--- src/rtl/dmairq_pkg.sv ---
package dmairq_pkg;

  localparam int unsigned WORD_W    = 32;
  localparam int unsigned OFS_ERR   = 'h0;
  localparam int unsigned OFS_DONE  = 'h4;
  localparam int unsigned OFS_ENSET = 'h8;
  localparam int unsigned OFS_ENCLR = 'hC;

  typedef enum logic [2:0] {
    SEL_NONE,
    SEL_ERR,
    SEL_DONE,
    SEL_ENSET,
    SEL_ENCLR
  } reg_sel_e;

  // Mask of implemented channel bits within a 32-bit word
  function automatic logic [WORD_W-1:0] chan_mask(input int unsigned nch);
    logic [WORD_W-1:0] m;
    m = '0;
    for (int unsigned i = 0; i < WORD_W; i++) begin
      if (i < nch) m[i] = 1'b1;
    end
    return m;
  endfunction

  // Next value of a sticky flag: clears apply first, new causes win
  function automatic logic flag_next(input logic cur, input logic cause,
                                     input logic clr);
    return cause | (cur & ~clr);
  endfunction

  // Combined request from the error flag and the gated pending summary
  function automatic logic irq_next(input logic err, input logic any_pending);
    return err | any_pending;
  endfunction

endpackage

--- src/rtl/dmairq_flags.sv ---
module dmairq_flags #(
  parameter int unsigned W = 8
) (
  input  logic         clk,
  input  logic         rst_n,
  input  logic [W-1:0] cause,
  input  logic [W-1:0] clr,
  output logic [W-1:0] flags
);
  import dmairq_pkg::*;

  for (genvar i = 0; i < W; i++) begin : g_bit
    logic q;
    always_ff @(posedge clk) begin
      if (!rst_n) q <= 1'b0;
      else        q <= flag_next(q, cause[i], clr[i]);
    end
    assign flags[i] = q;
  end

endmodule

--- src/rtl/dmairq_enables.sv ---
module dmairq_enables #(
  parameter int unsigned W = 8
) (
  input  logic         clk,
  input  logic         rst_n,
  input  logic [W-1:0] set_bits,
  input  logic [W-1:0] clr_bits,
  output logic [W-1:0] en
);

  logic [W-1:0] en_q;

  always_ff @(posedge clk) begin
    if (!rst_n) en_q <= '0;
    else        en_q <= (en_q | set_bits) & ~clr_bits;
  end

  assign en = en_q;

endmodule

--- src/rtl/dmairq_irq_merge.sv ---
module dmairq_irq_merge #(
  parameter int unsigned W = 8
) (
  input  logic         clk,
  input  logic         rst_n,
  input  logic         err_flag,
  input  logic [W-1:0] done_flags,
  input  logic [W-1:0] en,
  output logic         pending_any,
  output logic         irq
);
  import dmairq_pkg::*;

  logic irq_q;

  assign pending_any = |(done_flags & en);

  always_ff @(posedge clk) begin
    if (!rst_n) irq_q <= 1'b0;
    else        irq_q <= irq_next(err_flag, pending_any);
  end

  assign irq = irq_q;

endmodule

--- src/rtl/dmairq_regs.sv ---
module dmairq_regs #(
  parameter int unsigned NCH    = 8,
  parameter int unsigned ADDR_W = 4
) (
  input  logic              clk,
  input  logic              rst_n,
  input  logic [ADDR_W-1:0] bus_addr,
  input  logic              bus_wr,
  input  logic [31:0]       bus_wdata,
  output logic [31:0]       bus_rdata,
  input  logic [NCH-1:0]    done_pulse,
  input  logic              err_pulse,
  output logic              irq_out
);
  import dmairq_pkg::*;

  localparam logic [31:0] MASK = chan_mask(NCH);

  reg_sel_e         sel;
  logic             wr_err, wr_done, wr_enset, wr_enclr;
  logic [NCH-1:0]   done_clr, en_set, en_clr;
  logic [NCH-1:0]   done_flag, en_q;
  logic             err_flag;
  logic             pending_any;
  logic [31:0]      done_word, en_word;

  // Address decode
  always_comb begin
    if      (bus_addr == ADDR_W'(OFS_ERR))   sel = SEL_ERR;
    else if (bus_addr == ADDR_W'(OFS_DONE))  sel = SEL_DONE;
    else if (bus_addr == ADDR_W'(OFS_ENSET)) sel = SEL_ENSET;
    else if (bus_addr == ADDR_W'(OFS_ENCLR)) sel = SEL_ENCLR;
    else                                     sel = SEL_NONE;
  end

  assign wr_err   = bus_wr && (sel == SEL_ERR);
  assign wr_done  = bus_wr && (sel == SEL_DONE);
  assign wr_enset = bus_wr && (sel == SEL_ENSET);
  assign wr_enclr = bus_wr && (sel == SEL_ENCLR);

  assign done_clr = wr_done  ? bus_wdata[NCH-1:0] : '0;
  assign en_set   = wr_enset ? bus_wdata[NCH-1:0] : '0;
  assign en_clr   = wr_enclr ? bus_wdata[NCH-1:0] : '0;

  dmairq_flags #(.W(1)) u_err (
    .clk   (clk),
    .rst_n (rst_n),
    .cause (err_pulse),
    .clr   (wr_err & bus_wdata[0]),
    .flags (err_flag)
  );

  dmairq_flags #(.W(NCH)) u_done (
    .clk   (clk),
    .rst_n (rst_n),
    .cause (done_pulse),
    .clr   (done_clr),
    .flags (done_flag)
  );

  dmairq_enables #(.W(NCH)) u_en (
    .clk      (clk),
    .rst_n    (rst_n),
    .set_bits (en_set),
    .clr_bits (en_clr),
    .en       (en_q)
  );

  dmairq_irq_merge #(.W(NCH)) u_irq (
    .clk         (clk),
    .rst_n       (rst_n),
    .err_flag    (err_flag),
    .done_flags  (done_flag),
    .en          (en_q),
    .pending_any (pending_any),
    .irq         (irq_out)
  );

  assign done_word = 32'(done_flag) & MASK;
  assign en_word   = 32'(en_q) & MASK;

  // Read mux
  always_comb begin
    unique case (sel)
      SEL_ERR:            bus_rdata = {31'b0, err_flag};
      SEL_DONE:           bus_rdata = done_word;
      SEL_ENSET,
      SEL_ENCLR:          bus_rdata = en_word;
      default:            bus_rdata = '0;
    endcase
  end

endmodule

--- config.mk ---
export PLATFORM = sky130hd
export DESIGN_NAME = dmairq_regs
export DESIGN_NICKNAME = d
export VERILOG_FILES = /design/src/rtl/dmairq_pkg.sv /design/src/rtl/dmairq_flags.sv /design/src/rtl/dmairq_enables.sv /design/src/rtl/dmairq_irq_merge.sv /design/src/rtl/dmairq_regs.sv
export SDC_FILE = /design/constraint.sdc
export NUM_CORES = 1
export LEC_CHECK = 0
export CAP_MARGIN = 20
export CORE_MARGIN = 2
export CORE_UTILIZATION = 41
export CTS_BUF_LIST = sky130_fd_sc_hd__clkbuf_16
export CTS_CLUSTER_DIAMETER = 120
export CTS_CLUSTER_SIZE = 10
export DETAILED_ROUTE_END_ITERATION = 8
export HOLD_SLACK_MARGIN = 0.05
export PLACE_DENSITY_LB_ADDON = 0.2
export SLEW_MARGIN = 30
export SYNTH_ARGS = -nofsm -noshare
export SYNTH_HDL_FRONTEND = slang
export SYNTH_HIERARCHICAL = 1
export SYNTH_SLANG_ARGS = --single-unit
--- constraint.sdc ---
create_clock -name clk -period 2.7 [get_ports clk]
set_input_delay 0.54 -clock clk [delete_from_list [all_inputs] [get_ports clk]]
set_output_delay 0.54 -clock clk [all_outputs]
set_load 0.005 [all_outputs]
==> flow_metrics.env <==
export IMPL_rsz0062_at_grt="false"
export IMPL_clock_root_buffer="clkbuf_16"
export IMPL_cts_tree="built"
export IMPL_overflow=0
export IMPL_synth_main_ff_cell="dfxtp_1"
export IMPL_die_w_um=63.0
export IMPL_relSlewSlack_pct=58.0
export IMPL_fin_crit_ps=2610
export IMPL_whs_path_depth=1
export IMPL_layout_nets=237
export IMPL_row_count=21
export IMPL_fin_tns_setup_ps=0
export IMPL_period_share_pct=96.7
export IMPL_ir_worst_vdd_v=0.000235
export IMPL_slew_violations=0
export IMPL_cellPowerDensity_nw_per_um2=412
export IMPL_die_area_um2=3970
export IMPL_cts_clk_slew_worst_paths_ps=50
export IMPL_dp_slack_ps=42.9
export IMPL_synth_area_um2=1430
export IMPL_clkPwrFrac_pct=41.5
export IMPL_start_util_pct=42.7
export IMPL_skew_ps=2.60
export IMPL_yosys_warnings=6
export IMPL_ant_nets=0
export IMPL_drt_initial_drc_count=22
export IMPL_crit_path_end_kind="output port"
export IMPL_setup_violations=0
export IMPL_avgViaCountPerCell=4.68
export IMPL_multi_input_area_um2=827
export IMPL_pwr_share_seq_pct=40.2
export IMPL_hpwl_mm=2.11
export IMPL_ff_latch_area_um2=360
export IMPL_ys_seq_elements=18
export IMPL_status="finished, final reports clean"
export IMPL_io_pins=81
export IMPL_avgSynthCellArea_um2=8.75
export IMPL_clock_latency_ps=250
export IMPL_grt_max_degree=23
export IMPL_path_class="in -> out"
export IMPL_yosysSeqAreaShare_pct=25.3
export IMPL_netlist_area_leader_share_pct=25.3
export IMPL_h_tree_depth=1
export IMPL_drc=0
export IMPL_clock_path_buffers=2
export IMPL_antenna_found_initial=0
export IMPL_p_int_mw=0.550
export IMPL_design_core_area_um2=3340
export IMPL_synth_edf_count=0
export IMPL_cap_viol_max_count=0
export IMPL_grt_pass1_vias=1008
export IMPL_synth_cells=163
export IMPL_drive_gt1_share_pct=22.3
export IMPL_hold_violations=0
export IMPL_globalplace_congestion=0.706
export IMPL_cp_required_ps=2160
export IMPL_synth_area_leaders="dfxtp_1 (25%), buf_4 (17%), nor2b_4 (8.7%), nor3b_2 (7.0%), nor3_2 (6.3%)"
export IMPL_grt_pass1_wl_mm=4.56
export IMPL_grt_usage_pct=14.4
export IMPL_p_leak_nw=0.658
export IMPL_arrival_ps=2070
export IMPL_cts_made_buffers=3
export IMPL_fin_cells=234
export IMPL_switching_share_pct=23.5
export IMPL_num_vias=1096
export IMPL_ff2ff_path_depth=3
export IMPL_min_path_type="reg -> reg"
export IMPL_wl_per_cell_um=12.1
export IMPL_yosysMostFrequentCell="buf_4"
export IMPL_portBuffers=32
export IMPL_crit_fanout=3
export IMPL_syn_to_final_growth_pct=22.4
export IMPL_synth_cell_types=26
export IMPL_start_kind="input port"
export IMPL_holdBufCountCts=0
export IMPL_routed_wl_mm=2.84
export IMPL_p_switching_mw=0.169
export IMPL_drtPass1Iterations=4
export IMPL_p_comb_share_pct=18.3
export IMPL_diodes=0
export IMPL_tightest_slew_ps=628
export IMPL_fmaxAchievable_mhz=383
export IMPL_dp_cells=230
export IMPL_n_fill_cell=327
export IMPL_die_h_um=63.0
export IMPL_synthTopCellsByCount="buf_4 (33), dfxtp_1 (18), nor3_1 (15)"
export IMPL_synth_async_reset_ratio_pct=0
export IMPL_cts_sinks=18
export IMPL_fin_ws_ps=87.8
export IMPL_postLayoutCoreUtil_pct=52.3
export IMPL_yosysTopAreaCell="dfxtp_1"
## layout make-up
class,instances,share of cell area (%)
timing repair buffer,39,22.2
clock inverter,1,0.215
sequential,18,20.6
inverter,9,1.94
clock buffer,3,4.30
tap,46,3.30
multi-input combinational,118,47.4
## power groups by stage
stage	logic [mW]	registers, mW	clock network (mW)
6_report	0.131	0.289	0.299
5_1_grt	0.143	0.291	0.315
4_1_cts	0.132	0.289	0.305
3_5_place_dp	0.131	0.295	0
3_3_place_gp	0.129	0.294	0
2_1_floorplan	0.112	0.289	0
## worst paths after layout
kind | endpoint | slack (ps) | startpoint
worst min register to register | u_irq/irq | 510 | u_err/flags
worst max-delay path | bus_rdata[2] | 90 | bus_addr[1]
worst max register to register | u_irq/irq | 1750 | u_done/g_bit[5].q
worst min-delay path | u_irq/irq | 510 | u_err/flags
## critical path, cell delays in order
cell             delay, ps
clkdlybuf4s50_1        420
or2_1                  270
buf_4                  160
a21oi_1                150
clkdlybuf4s50_1        530
## metal layers
layer / wire [µm] / global-route usage [%]
met1: 1190 / 17.8
met2: 1470 / 23.9
met3: 141 / 2.88
met4: 36 / 6.39
met5: 0 / 0
## metrics by stage
stage | area, µm² | total power, mW | hold slack [ps]
after floorplan | 1510 | 0.401 | 462
after global placement | 1660 | 0.423 | 498
after detailed placement | 1660 | 0.426 | 495
after CTS | 1740 | 0.725 | 510
after global routing | 1750 | 0.749 | 538
final | 1750 | 0.719 | 511
## what timing repair did
action                                  CTS  global route
hold endpoints to repair                  0             0
endpoints found under the setup margin    0             2
gates resized for setup                   0             1
buffers inserted                          0             0
## state kept, by name, summed over array words and instances (netlist names)
register and cells:
u_irq/irq 1, u_en/en 8, u_err/flags 1, u_done/g_bit.q 8
## cells by family after synthesis
logic type      share of synthesized area, %
compound gates                          11.8
buf+inv                                 22.8
mux                                    0.702
simple gates                            39.2
flops                                   25.3
other cells                            0.263
## layout by cell type (no fill, tap or decap), types with 2 or more instances in the layout
master / n
buf_4: 6
nor3_1: 15
conb_1: 24
dfxtp_1: 18
nand3b_1: 7
nor2b_4: 9
clkdlybuf4s50_1: 31
a21oi_1: 7
clkbuf_16: 3
inv_1: 8
nor3b_2: 8
nor3_2: 9
o21a_1: 10
a22oi_2: 4
nor2_1: 9
nand2_1: 7
nand2b_1: 2
Power figures use the tool's default switching activity.
